===== src/rtl/hrf_pkg.sv =====
package hrf_pkg;
    localparam int EV_N     = 4;
    localparam int EV_START = 0;
    localparam int EV_END   = 1;
    localparam int EV_NEMP  = 2;
    localparam int EV_HALF  = 3;

    typedef struct packed {
        logic open;
        logic close;
        logic ok;
    } hrf_tag_t;

    typedef enum logic [1:0] {
        OC_EMPTY = 2'd0,
        OC_PART  = 2'd1,
        OC_HALF  = 2'd2
    } hrf_occ_t;
endpackage


===== src/rtl/hrf_store.sv =====
module hrf_store
    import hrf_pkg::*;
#(
    parameter int DEPTH = 64,
    parameter int DW    = 8,
    localparam int AW   = $clog2(DEPTH),
    localparam int CW   = AW + 1,
    localparam int EW   = DW + 3
) (
    input  logic          clk,
    input  logic          rst,
    input  logic          wr_valid,
    input  logic [DW-1:0] wr_data,
    input  hrf_tag_t      wr_tag,
    input  logic          pop_rd,
    output logic [DW-1:0] hd_data,
    output hrf_tag_t      hd_tag,
    output logic          empty,
    output logic          wr_drop,
    output logic          wr_take,
    output logic [CW-1:0] occ
);
    localparam logic [CW-1:0] FULL_CNT = CW'(DEPTH);
    localparam logic [AW-1:0] LAST_IX  = AW'(DEPTH - 1);

    logic [EW-1:0] mem [DEPTH];
    logic [AW-1:0] wp_q, rp_q;
    logic [CW-1:0] cnt_q;
    logic          full, do_pop;

    function automatic logic [AW-1:0] adv(input logic [AW-1:0] p);
        return (p == LAST_IX) ? '0 : p + 1'b1;
    endfunction

    assign full    = (cnt_q == FULL_CNT);
    assign empty   = (cnt_q == '0);
    assign wr_take = wr_valid && !full;
    assign wr_drop = wr_valid && full;
    assign do_pop  = pop_rd && !empty;
    assign occ     = cnt_q;

    always_ff @(posedge clk) begin
        if (wr_take) begin
            mem[wp_q] <= {wr_data, wr_tag};
        end
    end

    always_ff @(posedge clk) begin
        if (rst) begin
            wp_q  <= '0;
            rp_q  <= '0;
            cnt_q <= '0;
        end else begin
            if (wr_take) wp_q <= adv(wp_q);
            if (do_pop)  rp_q <= adv(rp_q);
            unique case ({wr_take, do_pop})
                2'b10:   cnt_q <= cnt_q + 1'b1;
                2'b01:   cnt_q <= cnt_q - 1'b1;
                default: cnt_q <= cnt_q;
            endcase
        end
    end

    always_comb begin
        if (empty) begin
            hd_data = '0;
            hd_tag  = '0;
        end else begin
            {hd_data, hd_tag} = mem[rp_q];
        end
    end
endmodule


===== src/rtl/hrf_occ_fsm.sv =====
module hrf_occ_fsm
    import hrf_pkg::*;
#(
    parameter int CW   = 7,
    parameter int HALF = 32
) (
    input  logic          clk,
    input  logic          rst,
    input  logic [CW-1:0] occ,
    output logic          nemp_evt,
    output logic          half_evt
);
    localparam logic [CW-1:0] HALF_CNT = CW'(HALF);

    hrf_occ_t state_q, state_d;

    always_comb begin
        if (occ == '0)             state_d = OC_EMPTY;
        else if (occ >= HALF_CNT)  state_d = OC_HALF;
        else                       state_d = OC_PART;
    end

    always_ff @(posedge clk) begin
        if (rst) state_q <= OC_EMPTY;
        else     state_q <= state_d;
    end

    always_comb begin
        nemp_evt = 1'b0;
        half_evt = 1'b0;
        unique case (state_q)
            OC_EMPTY: nemp_evt = (state_d != OC_EMPTY);
            OC_PART:  half_evt = (state_d == OC_HALF);
            OC_HALF:  ;
            default:  ;
        endcase
    end
endmodule


===== src/rtl/hrf_events.sv =====
module hrf_events
    import hrf_pkg::*;
(
    input  logic            clk,
    input  logic            rst,
    input  logic [EV_N-1:0] ev_set,
    input  logic            ovr_set,
    input  logic            ev_rd,
    input  logic            msk_wr,
    input  logic [EV_N-1:0] msk_data,
    output logic [EV_N-1:0] ev_flags,
    output logic [EV_N-1:0] mask_q,
    output logic            ovr_flag,
    output logic            irq_n
);
    logic [EV_N-1:0] ev_q;
    logic            ovr_q;

    always_ff @(posedge clk) begin
        if (rst) begin
            ev_q   <= '0;
            ovr_q  <= 1'b0;
            mask_q <= '1;
        end else begin
            ev_q  <= ev_rd ? ev_set  : (ev_q | ev_set);
            ovr_q <= ev_rd ? ovr_set : (ovr_q | ovr_set);
            if (msk_wr) mask_q <= msk_data;
        end
    end

    assign ev_flags = ev_q;
    assign ovr_flag = ovr_q;
    assign irq_n    = ~|(ev_q & ~mask_q);
endmodule


===== src/rtl/hdlc_rx_tagfifo.sv =====
module hdlc_rx_tagfifo
    import hrf_pkg::*;
#(
    parameter int DEPTH = 64,
    parameter int DW    = 8,
    localparam int CW   = $clog2(DEPTH) + 1
) (
    input  logic            clk,
    input  logic            rst,
    input  logic            wr_valid,
    input  logic [DW-1:0]   wr_data,
    input  logic            wr_open,
    input  logic            wr_close,
    input  logic            wr_ok,
    input  logic            pop_rd,
    output logic            fifo_empty,
    output logic [DW-1:0]   hd_data,
    output logic            hd_open,
    output logic            hd_close,
    output logic            hd_ok,
    input  logic            ev_rd,
    output logic [EV_N-1:0] ev_flags,
    input  logic            msk_wr,
    input  logic [EV_N-1:0] msk_data,
    output logic            irq_n,
    output logic            ovr_flag
);
    hrf_tag_t        in_tag, head_tag;
    logic            wr_drop, wr_take, nemp_evt, half_evt;
    logic [CW-1:0]   occ;
    logic [EV_N-1:0] ev_set, mask_q;

    assign in_tag = '{open: wr_open, close: wr_close, ok: wr_ok};

    hrf_store #(.DEPTH(DEPTH), .DW(DW)) u_store (
        .clk(clk), .rst(rst),
        .wr_valid(wr_valid), .wr_data(wr_data), .wr_tag(in_tag),
        .pop_rd(pop_rd),
        .hd_data(hd_data), .hd_tag(head_tag), .empty(fifo_empty),
        .wr_drop(wr_drop), .wr_take(wr_take), .occ(occ)
    );

    hrf_occ_fsm #(.CW(CW), .HALF(DEPTH / 2)) u_occ (
        .clk(clk), .rst(rst), .occ(occ),
        .nemp_evt(nemp_evt), .half_evt(half_evt)
    );

    always_comb begin
        ev_set           = '0;
        ev_set[EV_START] = wr_take && wr_open;
        ev_set[EV_END]   = wr_take && wr_close;
        ev_set[EV_NEMP]  = nemp_evt;
        ev_set[EV_HALF]  = half_evt;
    end

    hrf_events u_ev (
        .clk(clk), .rst(rst),
        .ev_set(ev_set), .ovr_set(wr_drop), .ev_rd(ev_rd),
        .msk_wr(msk_wr), .msk_data(msk_data),
        .ev_flags(ev_flags), .mask_q(mask_q),
        .ovr_flag(ovr_flag), .irq_n(irq_n)
    );

    assign hd_open  = head_tag.open;
    assign hd_close = head_tag.close;
    assign hd_ok    = head_tag.ok;
endmodule


===== config.mk =====
export PLATFORM = sky130hd
export DESIGN_NAME = hdlc_rx_tagfifo
export DESIGN_NICKNAME = d
export VERILOG_FILES = /design/src/rtl/hrf_pkg.sv /design/src/rtl/hrf_store.sv /design/src/rtl/hrf_occ_fsm.sv /design/src/rtl/hrf_events.sv /design/src/rtl/hdlc_rx_tagfifo.sv
export SDC_FILE = /design/constraint.sdc
export NUM_CORES = 1
export LEC_CHECK = 0
export CELL_PAD_IN_SITES_DETAIL_PLACEMENT = 1
export CELL_PAD_IN_SITES_GLOBAL_PLACEMENT = 1
export CORE_MARGIN = 1.5
export CORE_UTILIZATION = 50
export DETAILED_ROUTE_END_ITERATION = 8
export HOLD_SLACK_MARGIN = 0.1
export PLACE_DENSITY_LB_ADDON = 0.3
export SYNTH_ARGS = -nofsm -noshare
export SYNTH_HDL_FRONTEND = slang
export SYNTH_HIERARCHICAL = 1
export SYNTH_SLANG_ARGS = --single-unit

===== constraint.sdc =====
create_clock -name clk -period 2.9 [get_ports clk]
set_input_delay 0.435 -clock clk [delete_from_list [all_inputs] [get_ports clk]]
set_output_delay 0.435 -clock clk [all_outputs]
set_load 0.03 [all_outputs]

# After elaboration in Yosys (flattened, before gate mapping)
# Memory sizes are Yosys's and may differ from the RTL's. A register that Yosys moved wholly into a read port is not among the register bits.
# Cells that the tools add are included.
word_totals:
  ff_bits: 30
  latch_bits: 0
  ram_bits: 704
  rom_bits: 0
  input_bits: 21
  out_inout_bits: 18
  mem_count: 1
classes:
  addsub: 4
  mul: 0
  div: 0
  magnitude_cmp: 1
  eq_ne: 7
  shifts: 0
  muxes: 15
  bitwise: 4
  reduce_logical: 13
memory_table:
  columns: ["name", "depth", "word_bits", "read_ports", "rd_clocked_by_memory_dff", "write_ports", "line", "rtl"]
  rows:
  - ["u_store.mem", 64, 11, 1, 1, 1, "hrf_store.sv:26", "logic [EW-1:0] mem [DEPTH];"]
ops:
  columns: ["operator", "n"]
  rows:
  - ["two-way mux 6 bit", 4]
  - ["one-hot mux 7 bit (2 select lines)", 1]
  - ["adder 6 x 1 -> 6 bit, second input constant", 2]
  - ["equality test 6 bit, second input constant", 2]
  - ["two-way mux 8 bit", 1]
  - ["adder 7 x 1 -> 7 bit, second input constant", 1]
  - ["equality test 7 bit, second input constant", 1]
  - ["greater-or-equal comparator 7 x 6 -> 1 bit, second input constant", 1]
  - ["zero test 7 bit", 1]
  - ["subtractor 7 x 1 -> 7 bit, second input constant", 1]
  - ["logical AND 1 bit", 5]
  - ["two-way mux 1 bit", 5]
  - ["AND 4 bit", 1]
  - ["equality test 2 x 1 -> 1 bit, second input constant", 2]
  - ["equality test 2 bit, second input constant", 2]
  - ["two-way mux 2 bit", 2]
  - ["two-way mux 4 bit", 1]
  - ["inverter 4 bit", 1]
  - ["bitwise OR 4 bit", 1]
  - ["nonzero test 2 bit", 2]
  - ["OR reduction 4 bit", 1]
  - ["zero test 1 bit", 3]
  - ["two-way mux 3 bit", 1]
  - ["zero test 2 bit", 1]
  - ["bitwise OR 1 bit", 1]

# Logic depth before layout (Yosys ltp)
logic_depth:
  ltp_word: 7
  depth_mapped: 15

# Hierarchy
# Netlist, hierarchy kept.
modules_own_cells:
  columns: ["module", "instances", "cells_per_inst", "area_each_um2", "seq_area_each_um2"]
  rows:
  - ["hrf_store", 1, 1386, 28463.5, 21640.8]
  - ["hrf_events", 1, 39, 377.9, 180.2]
  - ["hrf_occ_fsm", 1, 9, 87.6, 40.0]
  - ["hdlc_rx_tagfifo", 1, 2, 12.5, 0.0]

# Worst setup path after synthesis
# OpenSTA, ideal clock, no wires.
synth_timing:
  path_kind: "register to register"
  startpoint: "register u_store.cnt_q[1] (netlist: u_store/occ[1])"
  endpoint: "register u_store.cnt_q[6] (netlist: u_store/occ[6])"
  setup_ns: 0.121
  t_arrival_ns: 3.069
  t_required_ns: 2.779
  slack_ns: -0.290
  stages_incl_launch_ff: 14
  n_path_buf: 4
  period_less_slack_ns: 3.190
  cell_sequence: "dfxtp_1 buf_6 or4_4 o21ai_4 inv_2 buf_2 ha_1 clkbuf_1 clkbuf_1 xor2_1 ha_1 and3_1 a211oi_1 mux2_2"
synth_between:
  elab_chain_cells: 5
  elab_cells_between_ends: 12
  cone_classes: "2 x add/sub; 3 x eq/ne; 1 x mux; 6 x reduce/logical"
synth_rtl:
  columns: ["item", "line", "rtl"]
  rows:
  - ["start: declaration", "hrf_store.sv:28", "logic [CW-1:0] cnt_q;"]
  - ["start signal: assignment", "hrf_store.sv:57", "2'b10: cnt_q <= cnt_q + 1'b1;"]
  - ["start signal: assignment", "hrf_store.sv:58", "2'b01: cnt_q <= cnt_q - 1'b1;"]
  - ["start signal: assignment", "hrf_store.sv:59", "default: cnt_q <= cnt_q;"]
  - ["zero test 7 bit *", "hrf_store.sv:36", "assign empty = (cnt_q == '0);"]
  - ["zero test 1 bit *", "hrf_store.sv:39", "assign do_pop = pop_rd && !empty;"]
  - ["logical AND 1 bit *", "hrf_store.sv:39", null]
  - ["net u_store.do_pop", "hrf_store.sv:29", "logic full, do_pop;"]
  - ["equality test 2 x 1 -> 1 bit / equality test 2 bit (equally long branches)", "hrf_store.sv:56", "unique case ({wr_take, do_pop})"]
  - ["one-hot mux 7 bit (2 select lines) / nonzero test 2 bit (equally long branches)", null, null]
# Mark *: on every way through the listed nets, which the timed path passes. The rest lies on a longest branch.
# A chain may end at the register's enable or synchronous reset.

==> results.md <==
Critical path:
- STA classifies the critical path startpoint as a register.
- Walking the worst path, the cells encountered are buf_12 > buf_16 > buf_16 > mux4_2 > o32ai_2 > a211o_1 > a211oi_2 > a221o_1 > buf_12.
- The top fanout value on the critical path is 8.
- The critical path endpoint is hd_data[2].
- In this run the register-to-register setup slack is 0.17 ns.
- For this design, the slowest cell found on the critical path is sky130_fd_sc_hd__mux4_2.
- The worst setup path is of the reg2out kind.
- On the worst path, the slowest cell contributes a delay of 0.51 ns.
- At the worst endpoint, the arrival time is 3.10 ns.
- The capturing element type of the critical path is an output port.
- The worst reg2reg path startpoint is u_store/occ[3].
- The total buffers and inverters traversed by the critical path is 4.
- The number of cells on the worst reg-to-reg path is 10.
- The critical path crosses 9 cells after its start point.
- The endpoint required time on the critical path is 2.47 ns.
- The end of the worst register-to-register path is u_store/occ[6].
- The cell class contributing the biggest share of worst-path delay is compound AO/OA/AOI/OAI gates.

Clock tree:
- The clock tree synthesis step divided the H-tree into 3 levels.
- The CTS tree is built.
- The insertion delay of the later-clocked pin in the worst-skew pair is 0.64 ns.
- After clock tree synthesis, the clock-pin slew on the worst setup and hold paths is 0.06 ns.
- The cell at the root of the clock tree is sky130_fd_sc_hd__clkbuf_16.
- The number of buffers inserted during clock tree synthesis is 76.
- The number of sinks handled by clock tree synthesis is 740.
- The maximum clock insertion buffer count is 3.

Floorplanning:
- The floorplan step defined a die boundary enclosing 59300 sq um.
- The initialized floorplan defines 88 standard-cell rows.
- The total area inside the core boundary comes to 57500 sq um.
- The top-level port count is 39.
- Measured along the x axis, the die boundary spans 244 microns.
- The height of the die is 244 microns.
- The starting density of the core is 0.504.

Drt:
- The pre-antenna-repair detailed-routing pass consisted of 6 iterations.
- In this run the remaining antenna-violating nets after routing total 0.
- For this block, the routed nets add up to 77900 microns of wire.
- The total number of vias is 15600.
- After the first detailed-routing iteration, the DRC count stood at 1643.
- The average detailed-routed wire length per instance is 30.9 microns.
- The DRC violation count after routing is 0.
- After detailed routing, the number of vias per cell comes to 6.20.

Synthesis:
- The number of nets handed over by synthesis was 1461.
- The gate count of the mapped netlist is 1436.
- After synthesis, the share of flip-flops with an asynchronous set or reset is 0.
- The Yosys step of the flow raised 6 warnings.
- The mean cell area of the mapped netlist is 20.2 sq um.
- Synthesis inferred 740 register bits.
- The sequential cell area fraction in the yosys report is 0.755.
- The primary flip-flop cell chosen by synthesis mapping is sky130_fd_sc_hd__edfxtp_1.
- Summing every instance area after synthesis gives 28900 sq um.
- The number of different library cells used by synthesis comes to 69.
- Yosys mapped a number of flops with a built-in enable equal to 704.

Place:
- Buffers placed on the I/O ports in this run total 38.
- Detailed placement finished with a half-perimeter wire length of 47600 microns.
- OpenSTA, run right after detailed placement, puts the worst setup slack at -0.243 ns.
- Counting tap cells, the placed design contains a total of 2350 instances.
- The congestion estimate from routability-driven global placement came to 0.861.
- The post-place instance area is 31700 sq um.

Power:
- In this run the static leakage power is 11.3 nW.
- The combinational group share of total power is 0.278.
- The maximum VDD drop is 719 uV.
- Of the total power, the clock network draws 0.319.
- The reported net switching power is 8.29 mW.
- Of the total power, registers draw 0.403.
- Internal power comes to 21.3 mW.
- The fraction of power spent switching nets is 0.280.
- The power density over the cells is 843 nW/um^2.

Final layout:
- In the layout the commonest cells are 704 x sky130_fd_sc_hd__edfxtp_1, 176 x sky130_fd_sc_hd__mux4_2, 166 x sky130_fd_sc_hd__buf_4.
- After the last flow step, the layout net total stands at 1716.
- From synthesis to final layout, the design area changed by 21.5%.
- The fraction of layout cells with a size suffix above 1 is 0.361.
- The antenna cell count is 0.
- The most frequent standard cell in the layout excluding fill and tap cells is sky130_fd_sc_hd__edfxtp_1.
- The final cell count without fillers is 2518.
- Summing all non-filler instances in the final layout gives an area of 35200 sq um.
- Measured on the finished design, the core utilization comes to 0.612.

GRT:
- The number of antenna violations at the first check in global routing is 0.
- The number of global-route vias before repair is 16600.
- Summed over all layers, the global routing overflow is 0.
- Entering global routing, the biggest net connects 65 pins.
- For this run, the total global-route usage over all layers was measured as 0.267.
- The wire length of the first global-routing pass is 113000 microns.

Run status:
- The final reports fail on setup timing.
- The flow ran to the end, but the final reports show violations.

Timing:
- Between clock sinks in the finished design, the worst skew comes to 0.0304 ns.
- The setup TNS is -5.94 ns.
- The final setup violation count is 11.
- The slew at the pin closest to its max-slew limit is 0.887 ns.
- The final max-slew violation count is 0.
- Based on the critical path, the design can be clocked at up to 283 MHz.
- Setup repair after global routing could not meet its margin everywhere.
- The worst slew margin relative to its limit is 0.409.
- Subtracting the final worst setup slack from the clock period gives 3.54 ns.
- The portion of the clock cycle consumed by the worst path in the final layout is 1.22.
- The number of hold-slack violations in the final timing report is 0.
- Once routing completed, OpenROAD measured the worst setup slack at -0.635 ns.

Run:
- Across the run, the number of max-cap violations was 0.

Min path:
- The worst hold path depth is 1.
- The type of the tightest min-delay check is in2reg.
[state kept, by name, indices dropped and copies added, names as in the netlist, named ones only]
| signal | flops |
|---|---|
| u_store/mem | 704 |
| u_store/occ | 7 |
| u_store/rp_q | 6 |
| u_store/wp_q | 6 |
| u_ev/ev_flags | 4 |
| u_ev/mask_q | 4 |
| u_occ/state_q | 2 |
| u_ev/ovr_flag | 1 |
[synthesized netlist by cell type (all sizes together) (3+ instances only)]
cell type / count / area (sq um)
edfxtp: 704 / 21100
mux4: 176 / 3960
nor2: 99 / 372
nand2: 45 / 169
buf: 44 / 277
a22oi: 38 / 285
clkbuf: 37 / 140
dfxtp: 36 / 721
nor2b: 25 / 164
a21oi: 19 / 95.1
a221oi: 15 / 138
a22o: 15 / 131
inv: 14 / 52.6
nand2b: 14 / 87.6
o22ai: 14 / 87.6
a211oi: 11 / 82.6
nand3: 11 / 55.1
o21ai: 9 / 60.1
xor2: 9 / 78.8
nor4: 8 / 56.3
mux2i: 6 / 60.1
and2: 5 / 31.3
nand4: 5 / 31.3
nor3: 5 / 25.0
nor3b: 5 / 37.5
a211o: 4 / 35.0
a221o: 4 / 40.0
ha: 4 / 50.1
o211ai: 4 / 30.0
or2: 4 / 25.0
or3: 4 / 25.0
a2111oi: 3 / 51.3
a21o: 3 / 22.5
a31oi: 3 / 18.8
mux2: 3 / 37.5
nand3b: 3 / 22.5
o221ai: 3 / 26.3
o32ai: 3 / 26.3
or4: 3 / 26.3
[kinds of logic after synthesis]
kind of cell               Yosys count  synth area share
AOI/OAI and AO/OA                  157            0.0418
buffers and inverters               95            0.0162
muxes                              185             0.140
and+or+nand+nor                    245            0.0415
adders and majority gates            4           0.00173
DFF                                740             0.755
xor gates and xnor gates            10           0.00303
[worst min path at each step]
stage | startpoint | to
2_1_floorplan | u_store/occ[5] | u_occ/state_q[0]
3_3_place_gp | u_ev/ovr_flag | u_ev/ovr_flag
3_5_place_dp | u_ev/ovr_flag | u_ev/ovr_flag
4_1_cts | wr_data[5] | u_store/mem[44][8]
5_1_grt | wr_data[4] | u_store/mem[16][7]
6_report | wr_data[5] | u_store/mem[44][8]
[metal layers]
metal / track usage / vias up / share of wire
li1: - / 6484 / -
met1: 0.358 / 8332 / 0.39
met2: 0.443 / 651 / 0.50
met3: 0.0513 / 134 / 0.076
met4: 0.0864 / 0 / 0.030
met5: 0 / - / 0
[cell type report]
class                      count  area [sq um]
sequential                   740         21900
multi-input combinational    601          7190
tap                          765           957
fill                        4892         22300
inverter                      14          52.6
timing repair buffer         258          2720
clock buffer                  98          2050
clock inverter                42           330
[timing repair]
| action | CTS | global route |
|---|---|---|
| endpoints found under the setup margin | 12 | 14 |
| pin swaps | 24 | 16 |
| hold endpoints to repair | 5 | 0 |
| hold buffers | 1 | 0 |
| cloned | 7 | 1 |
| setup buffers | 12 | 8 |
| gates resized for setup | 103 | 29 |
[worst register-to-register path, delay by kind of cell, from the launching register on]
family	cells	cell delay [ns]
buffers and inverters	2	0.24
flip-flops	1	0.34
AND/OR/NAND/NOR	1	0.57
multiplexers	1	0.32
AO/OA/AOI/OAI	3	0.51
XOR/XNOR	1	0.15
adder cells (fa/ha/maj)	2	0.50
[per-stage QoR]
| step | power [mW] | hold slack [ns] |
|---|---|---|
| after CTS | 29.4 | 0.328 |
| after detailed placement | 19.1 | 0.484 |
| after global placement | 18.9 | 0.463 |
| final | 29.6 | 0.331 |
| after floorplan | 16.2 | 0.435 |
| after global routing | 30.5 | 0.368 |
[power by group through the flow]
stage / sequential, mW / combinational, mW / clock (mW)
6_report: 12.0 / 8.23 / 9.46
5_1_grt: 12.0 / 8.62 / 9.87
4_1_cts: 11.9 / 7.95 / 9.55
3_5_place_dp: 12.2 / 6.84 / 0
3_3_place_gp: 12.2 / 6.73 / 0
2_1_floorplan: 12.2 / 4.09 / 0
Power figures use the tool's default switching activity.
